===== config.mk =====
export PLATFORM = sky130hd
export DESIGN_NAME = rtu_engine
export DESIGN_NICKNAME = d
export VERILOG_FILES = /design/src/rtl/rtu_pkg.sv /design/src/rtl/rtu_lfsr.sv /design/src/rtl/rtu_index.sv /design/src/rtl/rtu_fsm.sv /design/src/rtl/rtu_engine.sv
export SDC_FILE = /design/constraint.sdc
export NUM_CORES = 1
export LEC_CHECK = 0
export BUFFER_PORTS_ARGS = -buffer_cell sky130_fd_sc_hd__buf_2
export CAP_MARGIN = 20
export CORE_AREA = 2 2 133 232
export DETAILED_ROUTE_END_ITERATION = 10
export DIE_AREA = 0 0 135 234
export GPL_TIMING_DRIVEN = 0
export PLACE_DENSITY = 0.56
export SLEW_MARGIN = 20
export SYNTH_ARGS = -nofsm -noshare
export SYNTH_HDL_FRONTEND = slang
export SYNTH_SLANG_ARGS = --single-unit

===== constraint.sdc =====
create_clock -name clk -period 4.5 [get_ports clk]
set_input_delay 0 -clock clk [delete_from_list [all_inputs] [get_ports clk]]
set_output_delay 0 -clock clk [all_outputs]
set_load 0.02 [all_outputs]

===== src/rtl/rtu_pkg.sv =====
package rtu_pkg;
  typedef enum logic [1:0] {
    ST_IDLE = 2'd0,
    ST_RD   = 2'd1,
    ST_WAIT = 2'd2,
    ST_WR   = 2'd3
  } rtu_state_e;
endpackage


===== src/rtl/rtu_lfsr.sv =====
module rtu_lfsr #(
  parameter int           W    = 64,
  parameter logic [W-1:0] TAPS = W'(7)
) (
  input  logic         clk,
  input  logic         rst_n,
  input  logic         load_i,
  input  logic [W-1:0] load_val_i,
  input  logic         adv_i,
  output logic [W-1:0] val_o
);
  logic [W-1:0] val_q, val_d, base;

  function automatic logic [W-1:0] step(input logic [W-1:0] v);
    return {v[W-2:0], 1'b0} ^ (v[W-1] ? TAPS : '0);
  endfunction

  always_comb begin
    base  = load_i ? load_val_i : val_q;
    val_d = val_q;
    if (load_i || adv_i) val_d = step(base);
  end

  always_ff @(posedge clk or negedge rst_n) begin
    if (!rst_n) val_q <= '0;
    else        val_q <= val_d;
  end

  assign val_o = val_q;
endmodule


===== src/rtl/rtu_index.sv =====
module rtu_index #(
  parameter int IDX_W = 16,
  parameter int LOG_W = $clog2(IDX_W + 1)
) (
  input  logic [IDX_W-1:0] val_i,
  input  logic [LOG_W-1:0] log2_i,
  output logic [IDX_W-1:0] idx_o
);
  logic [IDX_W-1:0] mask;

  for (genvar i = 0; i < IDX_W; i++) begin : g_mask
    assign mask[i] = (LOG_W'(i) < log2_i);
  end

  assign idx_o = val_i & mask;
endmodule


===== src/rtl/rtu_fsm.sv =====
module rtu_fsm
  import rtu_pkg::*;
#(
  parameter int CNT_W = 32
) (
  input  logic             clk,
  input  logic             rst_n,
  input  logic             start_i,
  input  logic [CNT_W-1:0] count_i,
  input  logic             req_ready_i,
  input  logic             rsp_valid_i,
  output logic             load_o,
  output logic             adv_o,
  output logic             rd_cap_o,
  output logic             req_valid_o,
  output logic             req_write_o,
  output logic             busy_o,
  output logic             done_o,
  output logic [CNT_W-1:0] updates_o
);
  rtu_state_e       state_q, state_d;
  logic [CNT_W-1:0] remain_q, remain_d;
  logic [CNT_W-1:0] upd_q, upd_d;
  logic             done_q, done_d;

  always_comb begin
    state_d  = state_q;
    remain_d = remain_q;
    upd_d    = upd_q;
    done_d   = 1'b0;
    load_o   = 1'b0;
    adv_o    = 1'b0;
    rd_cap_o = 1'b0;
    unique case (state_q)
      ST_IDLE: if (start_i) begin
        load_o = 1'b1;
        upd_d  = '0;
        if (count_i == '0) begin
          done_d = 1'b1;
        end else begin
          remain_d = count_i;
          state_d  = ST_RD;
        end
      end
      ST_RD:   if (req_ready_i) state_d = ST_WAIT;
      ST_WAIT: if (rsp_valid_i) begin
        rd_cap_o = 1'b1;
        state_d  = ST_WR;
      end
      ST_WR:   if (req_ready_i) begin
        upd_d = upd_q + 1'b1;
        if (remain_q == CNT_W'(1)) begin
          done_d  = 1'b1;
          state_d = ST_IDLE;
        end else begin
          remain_d = remain_q - 1'b1;
          adv_o    = 1'b1;
          state_d  = ST_RD;
        end
      end
      default: state_d = ST_IDLE;
    endcase
  end

  always_ff @(posedge clk or negedge rst_n) begin
    if (!rst_n) begin
      state_q  <= ST_IDLE;
      remain_q <= '0;
      upd_q    <= '0;
      done_q   <= 1'b0;
    end else begin
      state_q  <= state_d;
      remain_q <= remain_d;
      upd_q    <= upd_d;
      done_q   <= done_d;
    end
  end

  assign req_valid_o = (state_q == ST_RD) || (state_q == ST_WR);
  assign req_write_o = (state_q == ST_WR);
  assign busy_o      = (state_q != ST_IDLE);
  assign done_o      = done_q;
  assign updates_o   = upd_q;

  // completion is a single-cycle pulse
  p_done_pulse_r7: assert property (@(posedge clk) disable iff (!rst_n)
    done_q |=> !done_q);

  // the update counter only steps by one or clears
  p_upd_step_r8: assert property (@(posedge clk) disable iff (!rst_n)
    !$stable(upd_q) |-> (upd_q == '0) || (upd_q == CNT_W'($past(upd_q) + 1'b1)));

  // done never coincides with an active job
  p_done_idle_r7: assert property (@(posedge clk) disable iff (!rst_n)
    done_q |-> !busy_o);
endmodule


===== src/rtl/rtu_engine.sv =====
module rtu_engine #(
  parameter int DATA_W = 64,
  parameter int IDX_W  = 16,
  parameter int CNT_W  = 32,
  parameter int LOG_W  = $clog2(IDX_W + 1)
) (
  input  logic              clk,
  input  logic              rst_n,
  input  logic              start_i,
  input  logic [DATA_W-1:0] seed_i,
  input  logic [CNT_W-1:0]  count_i,
  input  logic [LOG_W-1:0]  log2_size_i,
  output logic              busy_o,
  output logic              done_o,
  output logic [CNT_W-1:0]  updates_o,
  output logic              mem_req_valid_o,
  output logic              mem_req_write_o,
  output logic [IDX_W-1:0]  mem_req_addr_o,
  output logic [DATA_W-1:0] mem_req_wdata_o,
  input  logic              mem_req_ready_i,
  input  logic              mem_rsp_valid_i,
  input  logic [DATA_W-1:0] mem_rsp_rdata_i
);
  logic              load, adv, rd_cap;
  logic [DATA_W-1:0] rnd;
  logic [LOG_W-1:0]  log2_q;
  logic [DATA_W-1:0] wdata_q;

  rtu_fsm #(.CNT_W(CNT_W)) u_fsm (
    .clk, .rst_n,
    .start_i, .count_i,
    .req_ready_i (mem_req_ready_i),
    .rsp_valid_i (mem_rsp_valid_i),
    .load_o      (load),
    .adv_o       (adv),
    .rd_cap_o    (rd_cap),
    .req_valid_o (mem_req_valid_o),
    .req_write_o (mem_req_write_o),
    .busy_o, .done_o, .updates_o
  );

  rtu_lfsr #(.W(DATA_W), .TAPS(DATA_W'(7))) u_lfsr (
    .clk, .rst_n,
    .load_i     (load),
    .load_val_i (seed_i),
    .adv_i      (adv),
    .val_o      (rnd)
  );

  rtu_index #(.IDX_W(IDX_W), .LOG_W(LOG_W)) u_index (
    .val_i  (rnd[IDX_W-1:0]),
    .log2_i (log2_q),
    .idx_o  (mem_req_addr_o)
  );

  always_ff @(posedge clk or negedge rst_n) begin
    if (!rst_n) begin
      log2_q  <= '0;
      wdata_q <= '0;
    end else begin
      if (load)   log2_q  <= log2_size_i;
      if (rd_cap) wdata_q <= mem_rsp_rdata_i ^ rnd;
    end
  end

  assign mem_req_wdata_o = wdata_q;

  // checker state: read address and read-response seen for the update in flight
  logic [IDX_W-1:0] chk_rd_addr_q;
  logic             chk_rsp_seen_q;
  always_ff @(posedge clk or negedge rst_n) begin
    if (!rst_n) begin
      chk_rd_addr_q  <= '0;
      chk_rsp_seen_q <= 1'b0;
    end else begin
      if (mem_req_valid_o && mem_req_ready_i && !mem_req_write_o)
        chk_rd_addr_q <= mem_req_addr_o;
      if (mem_rsp_valid_i && busy_o) chk_rsp_seen_q <= 1'b1;
      else if (mem_req_valid_o && mem_req_ready_i && mem_req_write_o)
        chk_rsp_seen_q <= 1'b0;
    end
  end

  // addresses stay inside the latched table size
  p_idx_range_r1: assert property (@(posedge clk) disable iff (!rst_n)
    mem_req_valid_o |-> ((mem_req_addr_o >> log2_q) == '0));

  // write targets the word that was read
  p_wr_same_addr_r2: assert property (@(posedge clk) disable iff (!rst_n)
    (mem_req_valid_o && mem_req_write_o) |-> (mem_req_addr_o == chk_rd_addr_q));

  // no write before the read data has returned
  p_rd_before_wr_r3: assert property (@(posedge clk) disable iff (!rst_n)
    (mem_req_valid_o && mem_req_write_o) |-> chk_rsp_seen_q);

  // a stalled request is held unchanged
  p_req_hold_r9: assert property (@(posedge clk) disable iff (!rst_n)
    (mem_req_valid_o && !mem_req_ready_i) |=> (mem_req_valid_o &&
      $stable(mem_req_addr_o) && $stable(mem_req_write_o) && $stable(mem_req_wdata_o)));
endmodule


==> flow_summary.toml, run 1 <==
[global_routing]
grt_max_degree = 80
antenna_found_initial = 2
gr-usage-all-layers_pct = 23.26
globalRouteOverflowTotal = 0
grt_first_pass_wirelength_um = 56600
grt_pass1_vias = 10418

[synthesis]
yosysTopAreaCell = "dfrtp_1"
yosysWarningCount = 0
syn_nets = 1264
synthArstFlopShare_pct = 100.0
ys.flop_type = "dfrtp_1"
syn_area_per_cell_um2 = 9.403
ys_ff_latch = 200
yosysUniqueCellTypes = 56
synth-edff-count = 0
synth_common_cells = "200 x dfrtp_1, 129 x nor2_1, 104 x nand2_1"
synthesis.instances = 1087
syn_area_um2 = 10220
synth.most_common_cell = "dfrtp_1"
synth.top_cell.area_share_pct = 48.97
seq_area_frac_synth_pct = 48.97
ys_top_cells_by_area = "dfrtp_1 49%, xnor2_1 6.5%, mux2i_1 6.4%, nor2_1 4.7%, a21oi_1 4.1%"

[setup_path]
rr_worst_depth = 8
crit_path_frequent_cell = "buf_2"
cp_cell_sequence = "nor4_1 > and3_1 > a41oi_1 > a21boi_1 > buf_2 > buf_2 > nand2_1 > o21ai_0"
crit_fanout = 10
cp-end-kind = "flop"
cp_slowest_stage_delay_ns = 0.88
crit_slowest_cell = "nor4_1"
path_class = "flop to flop"
crit_arrival_ns = 4.22
cp_top_family = "compound AO/OA/AOI/OAI gates"
timing.rr.start = "u_fsm.remain_q[7]"
path_buf_inv = 2
cp-start-kind = "flop"
r2r_end = "u_lfsr.val_o[39]"
r2r_slack_ns = 0.64
startpoint = "u_fsm.remain_q[7]"
cp_data_required_time_ns = 4.86

[final_layout]
syn2layout_area_growth_pct = 41.08
drive_gt1_share_pct = 21.80
fin_cells = 1959
final_util_pct = 48.31
final_nets = 1734

[timing]
relSlewSlack_pct = 22.89
max_freq_ghz = 0.2593
layout_setup_ws_ns = 0.6431
slew_viol_final = 0
finalClockSkew_ns = 0.01272
worst_pin_slew_ns = 1.142
period_needed_ns = 3.857
rsz0062_at_grt = "no"
final_hold_viol_count = 0
setup_violations = 0
finalCritPeriodShare_pct = 85.71

[routing]
wl_per_cell_um = 18.66
drt-initial-drc-count = 410
route.detailed.drc = 0
drtPass1Iterations = 7
route.vias.total = 10039
via_per_inst = 5.125
wl_um = 36560
antenna_left = 0

[power_and_ir_drop]
peakVddDrop_mv = 0.3474
power_mw = 8.576
p_leak_nw = 6.657
p_per_area_nw_per_um2 = 594.7

[placement]
place_inst = 1759
place_ws_ns = 0.6614
dp_hpwl_um = 26770
place_congestion = 0.9096
portBuffers = 283

[cts]
cts_resized = 0
postCtsSetupRepairBufs = 0
htree_levels = 4
cts_hold_buf = 166
cts-root-buf = "clkbuf_16"
cts.sinks = 200
cts_tree = "built"
clkLatencyLatePin_ns = 0.45
clkTransAtPathRegs_ns = 0.07
clock_path_buffers = 2
cts_buffers = 17

[floorplan]
core_um2 = 29850
die_area_um2 = 31590
initial_core_util_pct = 34.24
die_width_um = 135
num_rows = 84
chipHeight_um = 234
boundaryPins = 286

[worst_hold_path]
hold_class = "primary input to flop"
worstHoldPathCells = 5
hold_path_end = "u_fsm.state_q[0]"
hp-start = "mem_rsp_valid_i"

[run]
drv_cap = 0

[run_status]
status = "completed"
worst max path at each step:
stage / end / slack (ns) / depth (start not counted)
final: u_lfsr.val_o[39] / 0.64 / 8
after detailed placement: u_lfsr.val_o[29] / 0.66 / 8
after global placement: mem_req_wdata_o[18] / -0.27 / 1
after global routing: u_lfsr.val_o[32] / 0.39 / 8
after CTS: u_lfsr.val_o[62] / 0.64 / 7
after floorplan: u_fsm.remain_q[31] / 1.80 / 8
report_power, final:
part / switching (mW) / internal (mW) / total [mW] / leakage (nW)
clock: 0.721 / 0.809 / 1.53 / 0.284
combinational: 2.47 / 1.49 / 3.96 / 3.91
sequential: 0.608 / 2.48 / 3.09 / 2.47
cell families after synthesis:
kind of cell,Yosys count,synth area share [%]
simple gates,395,18.10
compound gates,243,13.91
flops,200,48.97
xor+xnor,95,8.141
buf+inv,76,2.999
mux,71,7.026
fa+ha+maj,7,0.8569
sequential cells by signal, indices dropped and copies added (netlist names):
register         flops
u_fsm.updates_o     32
log2_q               5
mem_req_wdata_o     64
u_fsm.state_q        2
u_lfsr.val_o        64
u_fsm.remain_q      32
u_fsm.done_o         1
stage by stage:
step / area (µm²) / hold WS [ns] / TNS (ns)
floorplan: 10220 / -0.2956 / 0
global placement: 12120 / 0.2347 / -46.57
detailed placement: 12190 / -0.03966 / 0
CTS: 14410 / 0.01276 / 0
global route: 14420 / 0.05130 / 0
finish: 14420 / 0.04398 / 0
cells in the final DEF, fill, tap and decap left out, types with 49 or more instances in the layout:
cell / n
buf_2: 293
dfrtp_1: 200
dlygate4sd3_1: 166
nor2_1: 129
nand2_1: 104
a21oi_1: 84
o21ai_0: 84
xnor2_1: 76
mux2i_1: 65
clkbuf_1: 49
layout make-up:
| cell class | count | area, µm² |
|---|---|---|
| inverters | 14 | 52.55 |
| fillers | 2880 | 15430 |
| repair buffers | 451 | 3143 |
| flip-flops and latches | 200 | 5005 |
| plain buffers | 62 | 254.0 |
| well taps | 387 | 484.2 |
| clock buffers | 21 | 470.5 |
| multi-input cells | 811 | 4910 |
| clock inverters | 10 | 93.84 |
| diodes | 3 | 7.507 |
tightest hold or removal path: stages:
cell	delay (ns)
buf_2	0.11
inv_1	0.05
a221o_1	0.16
o41ai_1	0.06
o21ai_0	0.07
metal layers:
| layer | vias to the layer above | share of wire [%] | track usage, % |
|---|---|---|---|
| met5 | - | 0 | 0 |
| met4 | 0 | 4.2 | 10.03 |
| met3 | 89 | 5.6 | 5.123 |
| met2 | 365 | 54 | 43.54 |
| met1 | 4817 | 36 | 24.82 |
| li1 | 4768 | - | - |
Note: power is estimated with default switching activity, not from simulation.
==> inputs of run 2 (changes only) <==
- PLACE_DENSITY: 0.56 -> 0.63
==> flow_summary.toml, run 2 (synthesis results as in run 1) <==
[setup_path]
cp_slowest_stage_delay_ns = 0.87
crit_fanout = 10
r2r_end = "u_lfsr.val_o[29]"
cp_cell_sequence = "nor4_1 > and3_1 > a41oi_1 > a21boi_1 > buf_2 > buf_2 > nand2_1 > o21ai_0"
crit_slowest_cell = "nor4_1"
crit_path_frequent_cell = "buf_2"
path_class = "flop to flop"
cp_top_family = "simple AND/OR/NAND/NOR gates"
cp-start-kind = "flop"
cp_data_required_time_ns = 4.86
cp-end-kind = "flop"
r2r_slack_ns = 0.70
rr_worst_depth = 8
crit_arrival_ns = 4.16
timing.rr.start = "u_fsm.remain_q[8]"
path_buf_inv = 2

[placement]
place_inst = 1759
place_ws_ns = 0.6147
dp_hpwl_um = 27080
portBuffers = 283
place_congestion = 0.9449

[timing]
setup_violations = 0
worst_pin_slew_ns = 1.149
rsz0062_at_grt = "no"
final_hold_viol_count = 0
max_freq_ghz = 0.2632
period_needed_ns = 3.800
layout_setup_ws_ns = 0.6999
finalCritPeriodShare_pct = 84.45
slew_viol_final = 0
relSlewSlack_pct = 22.79
finalClockSkew_ns = 0.01258

[routing]
drt-initial-drc-count = 619
wl_per_cell_um = 19.16
route.vias.total = 10242
via_per_inst = 5.226
route.detailed.drc = 0
drtPass1Iterations = 5
wl_um = 37550
antenna_left = 0

[global_routing]
globalRouteOverflowTotal = 0
grt_first_pass_wirelength_um = 57780
antenna_found_initial = 0
grt_max_degree = 95
gr-usage-all-layers_pct = 23.78
grt_pass1_vias = 10738

[final_layout]
fillers = 2813
drive_gt1_share_pct = 21.80
final_nets = 1733
final_common_cell = "buf_2"
fin_cells = 1960
syn2layout_area_growth_pct = 41.14
mostFrequentLayoutCells = "293 x buf_2, 200 x dfrtp_1, 164 x dlygate4sd3_1"

[cts]
htree_levels = 4
cts_tree = "built"
cts_buffers = 17
clock_path_buffers = 2
cts-root-buf = "clkbuf_16"
clkTransAtPathRegs_ns = 0.08
clkLatencyLatePin_ns = 0.45
cts.sinks = 200

[power_and_ir_drop]
peakVddDrop_mv = 0.2939
p_leak_nw = 6.654
p_per_area_nw_per_um2 = 602.4

[worst_hold_path]
hold_class = "primary input to async pin"

[floorplan]
die_area_um2 = 31590
die_width_um = 135
initial_core_util_pct = 34.24
core_um2 = 29850
num_rows = 84
boundaryPins = 286
chipHeight_um = 234

[run]
drv_cap = 0

[run_status]
status = "completed"
run 2: cell types whose count changed in the layout (fill, tap and decap cells not counted):
| cell | before | now |
|---|---|---|
| clkinv_2 | 4 | 2 |
| clkinv_4 | 2 | 1 |
| dlygate4sd3_1 | 166 | 164 |
| bufinv_16 | 1 | 2 |
| clkbuf_2 | 0 | 1 |
| clkbuf_8 | 3 | 1 |
| inv_8 | 0 | 1 |
| clkbuf_1 | 49 | 51 |
| clkinvlp_4 | 0 | 1 |
| diode_2 | 3 | 4 |
| inv_6 | 3 | 4 |
run 2: worst max path at each step:
stage | start | end | slack (ns) | depth (start not counted)
after floorplan | u_fsm.remain_q[24] | u_fsm.remain_q[31] | 1.80 | 8
after global placement | rst_n | mem_req_wdata_o[25] | -0.20 | 1
after detailed placement | u_fsm.remain_q[7] | u_lfsr.val_o[27] | 0.61 | 8
after CTS | u_fsm.remain_q[7] | u_lfsr.val_o[29] | 0.60 | 8
after global routing | u_fsm.remain_q[8] | u_lfsr.val_o[38] | 0.44 | 8
final | u_fsm.remain_q[8] | u_lfsr.val_o[29] | 0.70 | 8
run 2: area by class of cell:
| class | count | area, µm² | area share, % |
|---|---|---|---|
| antenna | 4 | 10.01 | 0.06938 |
| clock buffer | 21 | 450.4 | 3.122 |
| sequential | 200 | 5005 | 34.69 |
| tap | 387 | 484.2 | 3.356 |
| buffer | 62 | 254.0 | 1.761 |
| timing repair buffer | 450 | 3128 | 21.68 |
| multi-input combinational | 811 | 4910 | 34.03 |
| inverter | 14 | 52.55 | 0.3643 |
| clock inverter | 11 | 132.6 | 0.9193 |
run 2: worst reg2reg max path, cell delays in order, from the launching register on:
cell	delay, ns
dfrtp_1	0.46
nor4_1	0.87
and3_1	0.37
a41oi_1	0.49
a21boi_1	0.68
buf_2	0.38
buf_2	0.30
nand2_1	0.09
o21ai_0	0.08
run 2: what timing repair did:
item	in CTS	in global routing
gates resized for setup	0	0
hold endpoints to repair	363	0
setup buffers	0	0
hold buffers	164	0
setup endpoints to repair	0	0
run 2: through the flow:
step | instance area, µm² | hold slack (ns) | total power, mW | util [%] | setup TNS, ns
floorplan | 10220 | -0.2956 | 5.516 | - | 0
global placement | 12120 | 0.2303 | 6.893 | 40.61 | -34.68
detailed placement | 12190 | -0.08760 | 6.989 | 40.83 | 0
CTS | 14410 | 0.005385 | 8.720 | 48.28 | 0
global route | 14420 | 0.04841 | 9.283 | 48.30 | 0
finish | 14430 | 0.02416 | 8.690 | 48.33 | 0
run 2: per-layer routing:
layer  wire length (µm)  track usage, %  vias up  share of wire, %
met5                  0               0        -                 0
met4               2088           13.87        0               5.6
met3               1948           4.799      133               5.2
met2              20120           43.72      420                54
met1              13390           24.83     4916                36
li1                   -               -     4773                 -
run 2: report_power, final:
part,internal (mW),switching (mW),total [mW]
logic,1.49,2.51,4.00
clock network,0.846,0.739,1.59
registers,2.48,0.620,3.10
==> inputs of run 3 (changes only) <==
- ABC_AREA: unset -> 1
- CORE_AREA: 2 2 133 232 -> 2 2 141 247
- DIE_AREA: 0 0 135 234 -> 0 0 143 249
- PLACE_DENSITY: 0.63 -> 0.62
- clock period: 4.5 -> 3.75 ns (I/O delays scaled with it)
==> flow_summary.toml, run 3 <==
[floorplan]
num_rows = 89
die_area_um2 = 35610
core_um2 = 33520
die_width_um = 143
boundaryPins = 286
initial_core_util_pct = 34.68
chipHeight_um = 249

[worst_hold_path]
hold_class = "primary input to flop"
hp-start = "mem_req_ready_i"

[synthesis]
synthArstFlopShare_pct = 100.0
syn_area_um2 = 11620
yosysWarningCount = 0
synth_common_cells = "433 x nand2_1, 213 x nor2_1, 200 x dfrtp_1"
ys.flop_type = "dfrtp_1"
synth.most_common_cell = "nand2_1"
ys_ff_latch = 200
ys_top_cells_by_area = "dfrtp_1 43%, nand2_1 14%, nor2_1 6.9%, inv_1 5.2%, xnor2_1 5.0%"
yosysUniqueCellTypes = 40
synth-edff-count = 0
yosysTopAreaCell = "dfrtp_1"
syn_area_per_cell_um2 = 7.389
synthesis.instances = 1573
synth.top_cell.area_share_pct = 43.06
seq_area_frac_synth_pct = 43.06
syn_nets = 1750

[cts]
cts_tree = "built"
htree_levels = 4
clkTransAtPathRegs_ns = 0.08
clock_path_buffers = 2
cts-root-buf = "clkbuf_16"
cts_hold_buf = 168
cts_buffers = 17
cts.sinks = 200
clkLatencyLatePin_ns = 0.46
cts_resized = 0
postCtsSetupRepairBufs = 0

[routing]
drtPass1Iterations = 5
route.vias.total = 12165
via_per_inst = 4.831
drt-initial-drc-count = 563
wl_per_cell_um = 16.40
antenna_left = 0
route.detailed.drc = 0
wl_um = 41300

[setup_path]
cp_data_required_time_ns = 4.11
cp-end-kind = "flop"
path_class = "flop to flop"
crit_arrival_ns = 3.02
timing.rr.start = "u_fsm.state_q[0]"
crit_fanout = 10
cp-start-kind = "flop"
startpoint = "u_fsm.state_q[0]"

[timing]
period_needed_ns = 2.662
finalCritPeriodShare_pct = 70.99
max_freq_ghz = 0.3756
finalSetupTns_ns = 0
rsz0062_at_grt = "no"
finalClockSkew_ns = 0.02079
worst_pin_slew_ns = 0.9269
slew_viol_final = 0
relSlewSlack_pct = 37.73
final_hold_viol_count = 0
setup_violations = 0
timing.hold.ws_ns = 0.04019

[power_and_ir_drop]
p_per_area_nw_per_um2 = 721.0
p_leak_nw = 7.671
peakVddDrop_mv = 0.3892

[global_routing]
globalRouteOverflowTotal = 0
grt_first_pass_wirelength_um = 65200
antenna_found_initial = 3
grt_max_degree = 83
gr-usage-all-layers_pct = 23.45
grt_pass1_vias = 12691

[final_layout]
final_nets = 2224
fin_cells = 2518
fillers = 3305
mostFrequentLayoutCells = "433 x nand2_1, 291 x buf_2, 213 x nor2_1"
syn2layout_area_growth_pct = 37.20
final_common_cell = "nand2_1"
design_area_um2 = 15950
drive_gt1_share_pct = 21.26

[placement]
place_congestion = 0.9107
placed_cell_area_um2 = 13680
place_inst = 2315
dp_hpwl_um = 31010
portBuffers = 285

[run_status]
status = "completed"

[run]
drv_cap = 0
-- run 3: power breakdown --
group	switching [mW]	total (mW)	internal [mW]
registers	0.716	3.75	3.04
logic	3.75	5.87	2.11
clock network	0.974	1.88	0.905
total	5.44	11.5	6.05
-- run 3: cell families (layout without fill, tap and decap cells) --
family | Yosys count | in the layout | synth area share (%)
flip-flops | 200 | 200 | 43.06
AO/OA/AOI/OAI | 282 | 282 | 14.52
multiplexers | 3 | 3 | 0.2906
XOR/XNOR | 67 | 67 | 5.048
AND/OR/NAND/NOR | 787 | 787 | 27.86
buffers and inverters | 227 | 714 | 8.471
adder cells (fa/ha/maj) | 7 | 7 | 0.7535
other | 0 | 3 | 0
-- run 3: path summary, 6_finish.rpt --
| kind | end | slack [ns] | cells past startpoint |
|---|---|---|---|
| max in group asynchronous | u_fsm.updates_o[11] | 2.90 | 3 |
| min reg2reg | mem_req_wdata_o[32] | 0.48 | 2 |
| max reg2reg | mem_req_wdata_o[19] | 1.09 | 8 |
| min | u_fsm.updates_o[0] | 0.04 | 5 |
| max | mem_req_wdata_o[19] | 1.09 | 8 |
| min in group asynchronous | mem_req_wdata_o[54] | 0.07 | 2 |
-- run 3: area by class of cell --
cell class	instances	area, µm²	area share (%)
Buffer	61	361.6	2.267
Multi-Input combinational cell	1146	5634	35.33
Tap cell	455	569.3	3.570
Sequential cell	200	5005	31.38
Antenna cell	3	7.507	0.04707
Clock buffer	19	442.9	2.777
Inverter	166	623.1	3.907
Timing Repair Buffer	455	3173	19.90
Clock inverter	13	131.4	0.8238
-- run 3: layer usage --
metal	track usage [%]	routed length, µm
met4	13.75	2219
met5	0	0
met1	24.43	15100
met2	43.65	22460
met3	3.268	1512
-- run 3: critical path, cell delays in order (launching register included) --
cell and delay [ns]:
dfrtp_1 0.43, inv_1 0.09, ha_1 0.21, nand2_1 0.13, clkbuf_1 0.54, clkbuf_1 0.46
clkbuf_1 0.50, nand2_1 0.09, o21ai_0 0.12
-- run 3: metrics by stage --
step / worst slack [ns] / total power, mW / util, %
2_1_floorplan: 1.896 / 7.621 / -
3_3_place_gp: -1.083 / 9.368 / 40.63
3_5_place_dp: 0.9480 / 9.504 / 40.83
4_1_cts: 0.9131 / 11.55 / 47.56
5_1_grt: 0.7710 / 12.41 / 47.58
6_report: 1.088 / 11.50 / 47.58
